==> src/rtl/nic_regbank.sv <==
module nic_regbank #(
  parameter int NREG    = 64,
  parameter int CMD_IX  = 0,
  parameter int STAT_IX = 1,
  parameter int MASK_IX = 2,
  parameter int CFG_IX  = 3,
  parameter int CFG2_IX = 4,
  parameter int EOB_IX  = 5,
  parameter int REV_IX  = 6,
  parameter logic [15:0] REV_VAL = 16'h0004,
  parameter logic [15:0] EOB_RST = 16'h02F8
) (
  input  logic        clk,
  input  logic        rst_n,
  input  logic        wr_en,
  input  logic        wr_byte,
  input  logic [$clog2(NREG):0] addr,
  input  logic [15:0] wr_data,
  output logic [15:0] rd_data,
  input  logic [15:0] isr_set,
  input  logic [15:0] cmd_clr,
  output logic        irq,
  output logic [15:0] cmd_strobe
);
  localparam int AW = $clog2(NREG);
  localparam logic [AW-1:0] A_CMD  = AW'(CMD_IX);
  localparam logic [AW-1:0] A_STAT = AW'(STAT_IX);
  localparam logic [AW-1:0] A_MASK = AW'(MASK_IX);
  localparam logic [AW-1:0] A_CFG  = AW'(CFG_IX);
  localparam logic [AW-1:0] A_CFG2 = AW'(CFG2_IX);
  localparam logic [AW-1:0] A_EOB  = AW'(EOB_IX);
  localparam logic [AW-1:0] A_REV  = AW'(REV_IX);
  localparam logic [15:0] CMD_MASK  = 16'h03BF;
  localparam logic [15:0] CMD_RST   = 16'h0094;
  localparam logic [15:0] MASK_KEEP = 16'h7FFF;
  localparam logic [15:0] CFG_KEEP  = 16'hBFFF;
  localparam logic [15:0] CFG2_KEEP = 16'hF017;

  logic [15:0] regs_q [NREG];
  logic [AW-1:0] waddr;
  logic [15:0] cur, wv, cmd_base, cmd_nx, strb_nx, stat_nx, acc;
  logic [15:0] cmd_q, stat_q, mask_q, cfg_q;
  logic in_rst, wr_cmd, wr_stat;

  assign waddr   = addr[AW:1];
  assign cmd_q   = regs_q[A_CMD];
  assign stat_q  = regs_q[A_STAT];
  assign mask_q  = regs_q[A_MASK];
  assign cfg_q   = regs_q[A_CFG];
  assign in_rst  = cmd_q[7];
  assign wr_cmd  = wr_en && waddr == A_CMD;
  assign wr_stat = wr_en && waddr == A_STAT;
  assign rd_data = (waddr == A_REV) ? REV_VAL : regs_q[waddr];
  assign irq     = |(mask_q & stat_q);

  assign cur = (waddr == A_STAT) ? 16'h0000 : rd_data;
  assign wv  = !wr_byte ? wr_data :
               addr[0]  ? {wr_data[7:0], cur[7:0]} : {cur[15:8], wr_data[7:0]};

  assign stat_nx = (stat_q & ~(wr_stat ? wv : 16'h0000)) | isr_set;

  always_comb begin
    cmd_base = cmd_q & ~cmd_clr;
    cmd_nx   = cmd_base;
    strb_nx  = '0;
    acc      = wv & CMD_MASK;
    if (wr_cmd) begin
      if (cmd_base[7] && !wv[7]) begin
        cmd_nx[7] = 1'b0;
      end else begin
        cmd_nx  = cmd_base | acc;
        strb_nx = acc;
        if (acc[2]) cmd_nx[3] = 1'b0;
        if (acc[3]) cmd_nx[2] = 1'b0;
        if (acc[4]) cmd_nx[5] = 1'b0;
        if (acc[5]) cmd_nx[4] = 1'b0;
        if (acc[7]) cmd_nx = (cmd_nx & ~16'h0303) | 16'h0084;
      end
    end
  end

  always_ff @(posedge clk or negedge rst_n) begin
    if (!rst_n) begin
      for (int i = 0; i < NREG; i++) regs_q[i] <= '0;
      regs_q[A_CMD] <= CMD_RST;
      regs_q[A_EOB] <= EOB_RST;
      cmd_strobe    <= '0;
    end else begin
      cmd_strobe     <= strb_nx;
      regs_q[A_CMD]  <= cmd_nx;
      regs_q[A_STAT] <= stat_nx;
      if (wr_en) begin
        if (waddr == A_MASK)
          regs_q[A_MASK] <= wv & MASK_KEEP;
        else if (waddr == A_CFG) begin
          if (in_rst) regs_q[A_CFG] <= wv & CFG_KEEP;
        end else if (waddr == A_CFG2) begin
          if (in_rst) regs_q[A_CFG2] <= wv & CFG2_KEEP;
        end else if (waddr != A_CMD && waddr != A_STAT && waddr != A_REV)
          regs_q[waddr] <= wv;
      end
    end
  end
endmodule


==> config.mk <==
export PLATFORM = sky130hd
export DESIGN_NAME = nic_regbank
export DESIGN_NICKNAME = d
export VERILOG_FILES = /design/src/rtl/nic_regbank.sv
export SDC_FILE = /design/constraint.sdc
export NUM_CORES = 2
export LEC_CHECK = 0
export ABC_CLOCK_PERIOD_IN_PS = 4110
export BUFFER_PORTS_ARGS = -buffer_cell sky130_fd_sc_hd__buf_2
export CAP_MARGIN = 0
export CORE_UTILIZATION = 63
export DETAILED_ROUTE_END_ITERATION = 6
export PLACE_DENSITY = 0.88
export SLEW_MARGIN = 20
export SYNTH_ARGS = -nofsm -noshare
export SYNTH_HDL_FRONTEND = slang
export SYNTH_SLANG_ARGS = --single-unit
==> constraint.sdc <==
create_clock -name clk -period 4.11 [get_ports clk]
set_input_delay 0.6165 -clock clk [delete_from_list [all_inputs] [get_ports clk]]
set_output_delay 0.6165 -clock clk [all_outputs]
set_load 0.01 [all_outputs]
# Word-level counts from Yosys, hierarchy flattened

Index checks and enable logic that the tools add are counted.

Output and inout bits: 33
Logic and storage cells: 142
Flip-flop bits (word level): 1040
Input port bits: 59

Mux-type cells: 35
$lt $le $gt $ge: 2
Bitwise logic cells: 11
Equality and inequality tests: 12
Reductions and logical operators: 17

Operators by type and width:

| cell                                                 | number |
|---|---|
| two-way mux 1024 bit                                 | 2 |
| bitwise mux 1024 bit                                 | 1 |
| two-way mux 976 bit                                  | 1 |
| two-way mux 960 bit                                  | 1 |
| two-way mux 944 bit                                  | 1 |
| two-way mux 16 bit                                   | 15 |
| binary-select mux 16 bit (select 6 bit)              | 1 |
| demux 16 bit (select 6 bit)                          | 1 |
| two-way mux 64 bit                                   | 1 |
| AND 16 bit                                           | 3 |
| two-way mux 48 bit                                   | 1 |
| two-way mux 32 bit                                   | 1 |
| inverter 16 bit                                      | 2 |
| two-way mux 10 bit                                   | 2 |
| OR 16 x 10 -> 16 bit                                 | 1 |
| OR 16 bit                                            | 1 |
| OR reduction 16 bit                                  | 1 |
| AND reduction 5 bit                                  | 3 |
| equality test 6 x 2 -> 1 bit (second input constant) | 2 |
| equality test 6 x 3 -> 1 bit (second input constant) | 2 |
| != test 2 bit (second input constant)                | 5 |
| two-way mux 8 bit                                    | 1 |
| >= comparator 7 bit (second input constant)          | 1 |
| < comparator 7 x 1 -> 1 bit (second input constant)  | 1 |
| other kinds (13)                                     | 26 |

# Logic depth before layout (Yosys ltp)

Depth after elaboration: 19
Gate-level depth with buffers: 15
Mapped depth without buffers: 9

# Least setup slack after synthesis

No wires, ideal clock.

Kind: input to output
Start: in addr[2]
End: out rd_data[15]
Stages: 8
Setup slack: 0.261 ns
Data required time: 3.493 ns
Arrival: 3.233 ns
Buffers on the path: 4
Cells stage by stage: buf_2 > buf_2 > buf_2 > buf_1 > mux4_4 > mux4_1 > mux4_2 > and2_1

Cells in the longest elaborated chain, start to end: 5
Elaborated cells between the ends (all ways): 6
Those cells by class: 1 x eq/ne; 4 x mux; 1 x bitwise

Ends and longest elaborated chain:

| element                                               | line | RTL |
|---|---|---|
| start: declaration                                    | 17   | `input logic [$clog2(NREG):0] addr,` |
| inverter 6 -> 7 bit (implied by the code)             | 53   | `assign rd_data = (waddr == A_REV) ? REV_VAL : regs_q[waddr];` |
| binary-select mux 16 bit (select 6 bit)               | 53   |  |
| two-way mux 16 bit (implied by the code) (2 in a row) | 53   |  |
| two-way mux 16 bit *                                  | 53   |  |
| end: declaration                                      | 19   | `output logic [15:0] rd_data,` |

Mark *: on every way between the ends. The rest lies on a longest branch, timed or not. The select of a mux whose other input is x is not followed.

# Final worst setup path

Start: in addr[1]
End: out rd_data[9]

The elaborated chain is that of the path after synthesis.

==> impl_metrics.csv <==
group,metric,value,unit
worst_setup_path,path_buf_inv,5,
clock_tree,cts_inserted_buffers,103,
worst_setup_path,cp_data_required_time,3.49,ns
logic_synthesis,synthCells,3957,
timing,max_slew.worst_pin.slew,1.14,ns
grt,grt-busiest-layer,"met2",
worst_setup_path,slowest_delay,0.67,ns
clock_tree,clk_latency,0.70,ns
timing,hold_violations,0,
timing,post-route-min-period,4.26,ns
hold_path,hold_class,"in2reg",
clock_tree,clockRootBuffer,"clkbuf_16",
logic_synthesis,synth-edff-count,0,
finish,drive_above_1_share,25.1,%
floorplan,die_height,272,microns
detailed_routing,routed_via_density,7.11,
detailed_routing,drt_iter0_markers,5935,
timing,max_freq,235,MHz
hold_path,hold_path.startpoint,"cmd_clr[13]",
pwr,power_leakage,23.8,nW
floorplan,die-area,74200,sq um
worst_setup_path,critPathLaunchType,"input pin",
grt,gr-usage-met3,15.7,%
hold_path,whs_endpoint,"cmd_q[13]$_DFF_PN0_",
outcome,status,"finished with violations",
floorplan,initial_core_util,64.1,%
logic_synthesis,synth.distinct_cells,67,
finish,final_util,72.8,%
worst_setup_path,timing_worst_setup_path_type,"in2out",
timing,setup_viol,2,
logic_synthesis,synth-seq-cells,1033,
timing,rsz0062_at_grt,"no",
timing,setup_slack,-0.146,ns
detailed_routing,dr.pass1.iters,7,
finish,layout.nets,4102,
worst_setup_path,crit_cells,10,
pwr,powerDensity,521,nW/um^2
grt,grt_use_met2,60.5,%
logic_synthesis,yosysSeqAreaShare,56.2,%
logic_synthesis,syn_area,46000,sq um
worst_setup_path,end_kind,"primary output",
clock_tree,cts_tree,"built",
hold_path,holdPathStages,2,
worst_setup_path,path_cells,"buf_8 > buf_12 > buf_12 > mux4_2 > mux2i_1 > a32oi_1 > o21ai_1 > a211oi_2 > buf_4 > buf_2",
timing,final_max_slew_viol_count,0,
grt,overflow,0,
timing,fin_worst_skew,0.0406,ns
worst_setup_path,reg2reg_depth,8,
timing,slew_headroom,23.5,%
worst_setup_path,cp.arrival,3.64,ns
worst_setup_path,cp_top_family,"compound AO/OA/AOI/OAI gates",
detailed_routing,ant_nets,0,
detailed_routing,wirelength,147,mm
worst_setup_path,crit_top_cell,"buf_12",
grt,grt_pass1_wl,223,mm
grt,antenna_found_initial,5,
clock_tree,htreeDepth,3,
placed_design,hpwl,89.8,mm
detailed_routing,dr_total_vias,36193,
clock_tree,cts.path.max_buffers,3,
floorplan,die_w,272,microns
finish,area_growth,13.6,%
worst_setup_path,cpMaxStageDelayCell,"a211oi_2",
placed_design,pre_cts_ws,-0.0460,ns
grt,grt_pass1_vias,37467,
clock_tree,clk_pin_slew,0.06,ns
floorplan,boundaryPins,92,
outcome,violations,"design-rule violations, negative setup slack",
detailed_routing,drc,46,
detailed_routing,wl_per_cell,28.8,microns
timing,whs,0.0599,ns
pwr,power.total,27.2,mW
floorplan,rows,98,
job,cap_violations,0,
worst_setup_path,critPathLaunch,"addr[1]",
logic_synthesis,syn_avg_cell_area,11.6,sq um
grt,grt_use_total,40.3,%
finish,fillers,4134,
placed_design,gp_congestion,1.03,
worst_setup_path,reg2reg_slack,0.62,ns
grt,met1_usage,49.0,%
floorplan,core_area,71900,sq um
timing,post-route-period-util,104,%
worst_setup_path,cp_max_fo,27,
logic_synthesis,ys_warn_count,0,
logic_synthesis,ys.flop_type,"dfrtp_1",
grt,grt_max_degree,121,
clock_tree,clock-sinks,1033,
placed_design,portBuffers,84,
logic_synthesis,synthArstFlopShare,100,%
pwr,peakVddDrop,0.000403,V
[layout make-up]
cell class | instances | area [sq um] | share of cell area (%)
Inverter | 14 | 53.8 | 0.103
Sequential cell | 1033 | 25900 | 49.5
Multi-Input combinational cell | 2562 | 18700 | 35.8
Antenna cell | 5 | 12.5 | 0.0239
Tap cell | 950 | 1190 | 2.27
Clock buffer | 154 | 3090 | 5.92
Clock inverter | 41 | 498 | 0.952
Timing Repair Buffer | 329 | 2860 | 5.47
[cells by family (layout without fill, tap and decap cells)]
| logic type | Yosys count | count (layout) | share of synthesized area [%] |
|---|---|---|---|
| other | 1 | 12 | 0.00815 |
| AOI/OAI and AO/OA | 882 | 882 | 10.6 |
| DFF | 1033 | 1033 | 56.2 |
| and+or+nand+nor | 1170 | 1170 | 10.1 |
| buffers and inverters | 368 | 538 | 3.78 |
| muxes | 503 | 503 | 19.3 |
[cells in the mapped netlist (6+ instances only)]
| master | n | share of area [%] |
|---|---|---|
| dfrtp_1 | 1024 | 56 |
| nor2_1 | 640 | 5.2 |
| a21oi_1 | 567 | 6.2 |
| nand2_1 | 420 | 3.4 |
| mux4_2 | 255 | 12 |
| clkbuf_1 | 243 | 2.0 |
| mux2_2 | 190 | 4.6 |
| o21ai_0 | 179 | 1.9 |
| buf_2 | 43 | 0.47 |
| mux2i_1 | 31 | 0.67 |
| nor2b_1 | 25 | 0.34 |
| nand3_1 | 24 | 0.26 |
| buf_4 | 23 | 0.38 |
| mux4_1 | 22 | 1.3 |
| and2_1 | 20 | 0.27 |
| buf_6 | 20 | 0.49 |
| buf_1 | 17 | 0.14 |
| a22o_1 | 16 | 0.30 |
| a221oi_1 | 15 | 0.29 |
| inv_1 | 12 | 0.098 |
| a211oi_1 | 11 | 0.18 |
| a21o_1 | 11 | 0.18 |
| nand2b_1 | 11 | 0.15 |
| o21ai_2 | 10 | 0.19 |
| dfstp_2 | 9 | 0.51 |
| nor3_1 | 9 | 0.098 |
| a22oi_1 | 7 | 0.11 |
| and3_1 | 7 | 0.095 |
| o211ai_1 | 7 | 0.11 |
| o22ai_1 | 7 | 0.095 |
| a32o_1 | 6 | 0.13 |
[layer usage]
| layer | share of wire (%) | up-vias |
|---|---|---|
| met2 | 45 | 3235 |
| li1 | - | 14118 |
| met1 | 33 | 17906 |
| met3 | 14 | 924 |
| met5 | 0.13 | - |
| met4 | 7.6 | 10 |
[worst max path at each step]
stage / endpoint / slack, ns
after detailed placement: rd_data[9] / -0.05
final: rd_data[9] / -0.15
after global routing: rd_data[9] / 0.01
after floorplan: rd_data[15] / 0.26
after global placement: rd_data[9] / -0.08
after CTS: rd_data[9] / 0.002
[repair_timing]
item                                    in CTS  in global routing
buffers inserted                             0                  0
endpoints found under the hold margin        6                  0
hold buffers                                 1                  0
resized for setup                            1                  4
endpoints found under the setup margin       1                  4
[cells in the final DEF (no fill, tap or decap), types with 11 or more instances in the layout]
cell / n
nor2_1: 596
a21o_1: 11
mux4_2: 255
nand2_1: 420
o21ai_0: 178
clkbuf_1: 23
nand2b_1: 11
and2_1: 20
clkbuf_16: 107
a22o_1: 16
clkinv_2: 22
mux2_2: 190
a21oi_1: 564
dfrtp_1: 1024
mux4_1: 22
buf_12: 45
nand3_1: 24
buf_2: 80
inv_1: 12
mux2i_1: 30
a221oi_1: 15
buf_4: 199
nor2_2: 42
nor2b_1: 25
clkbuf_8: 24
[metrics by stage]
step	area [sq um]	setup TNS, ns	instances
3_5_place_dp	48700	-0.0460	4887
2_1_floorplan	46100	0	3963
3_3_place_gp	48700	-0.0752	4887
4_1_cts	52300	0	5083
6_report	52300	-0.186	5088
5_1_grt	52300	0	5083
[worst reg2reg max path: stages, from the launching register on]
cell and delay, ns:
dfrtp_1 0.38, mux4_2 0.47, a22o_1 0.27, a221oi_1 0.52, o22a_1 0.49, o22ai_1 0.21, a221o_2 0.44, buf_4 0.24
mux2_2 0.34
[power breakdown]
group	total, mW	internal (mW)	switching [mW]	leakage [nW]
clock	10.0	5.84	4.17	1.77
combinational	4.51	2.01	2.50	8.58
sequential	12.7	11.7	0.990	13.4
total	27.2	19.6	7.66	23.8
No activity file was read; power rests on OpenSTA's default activity.
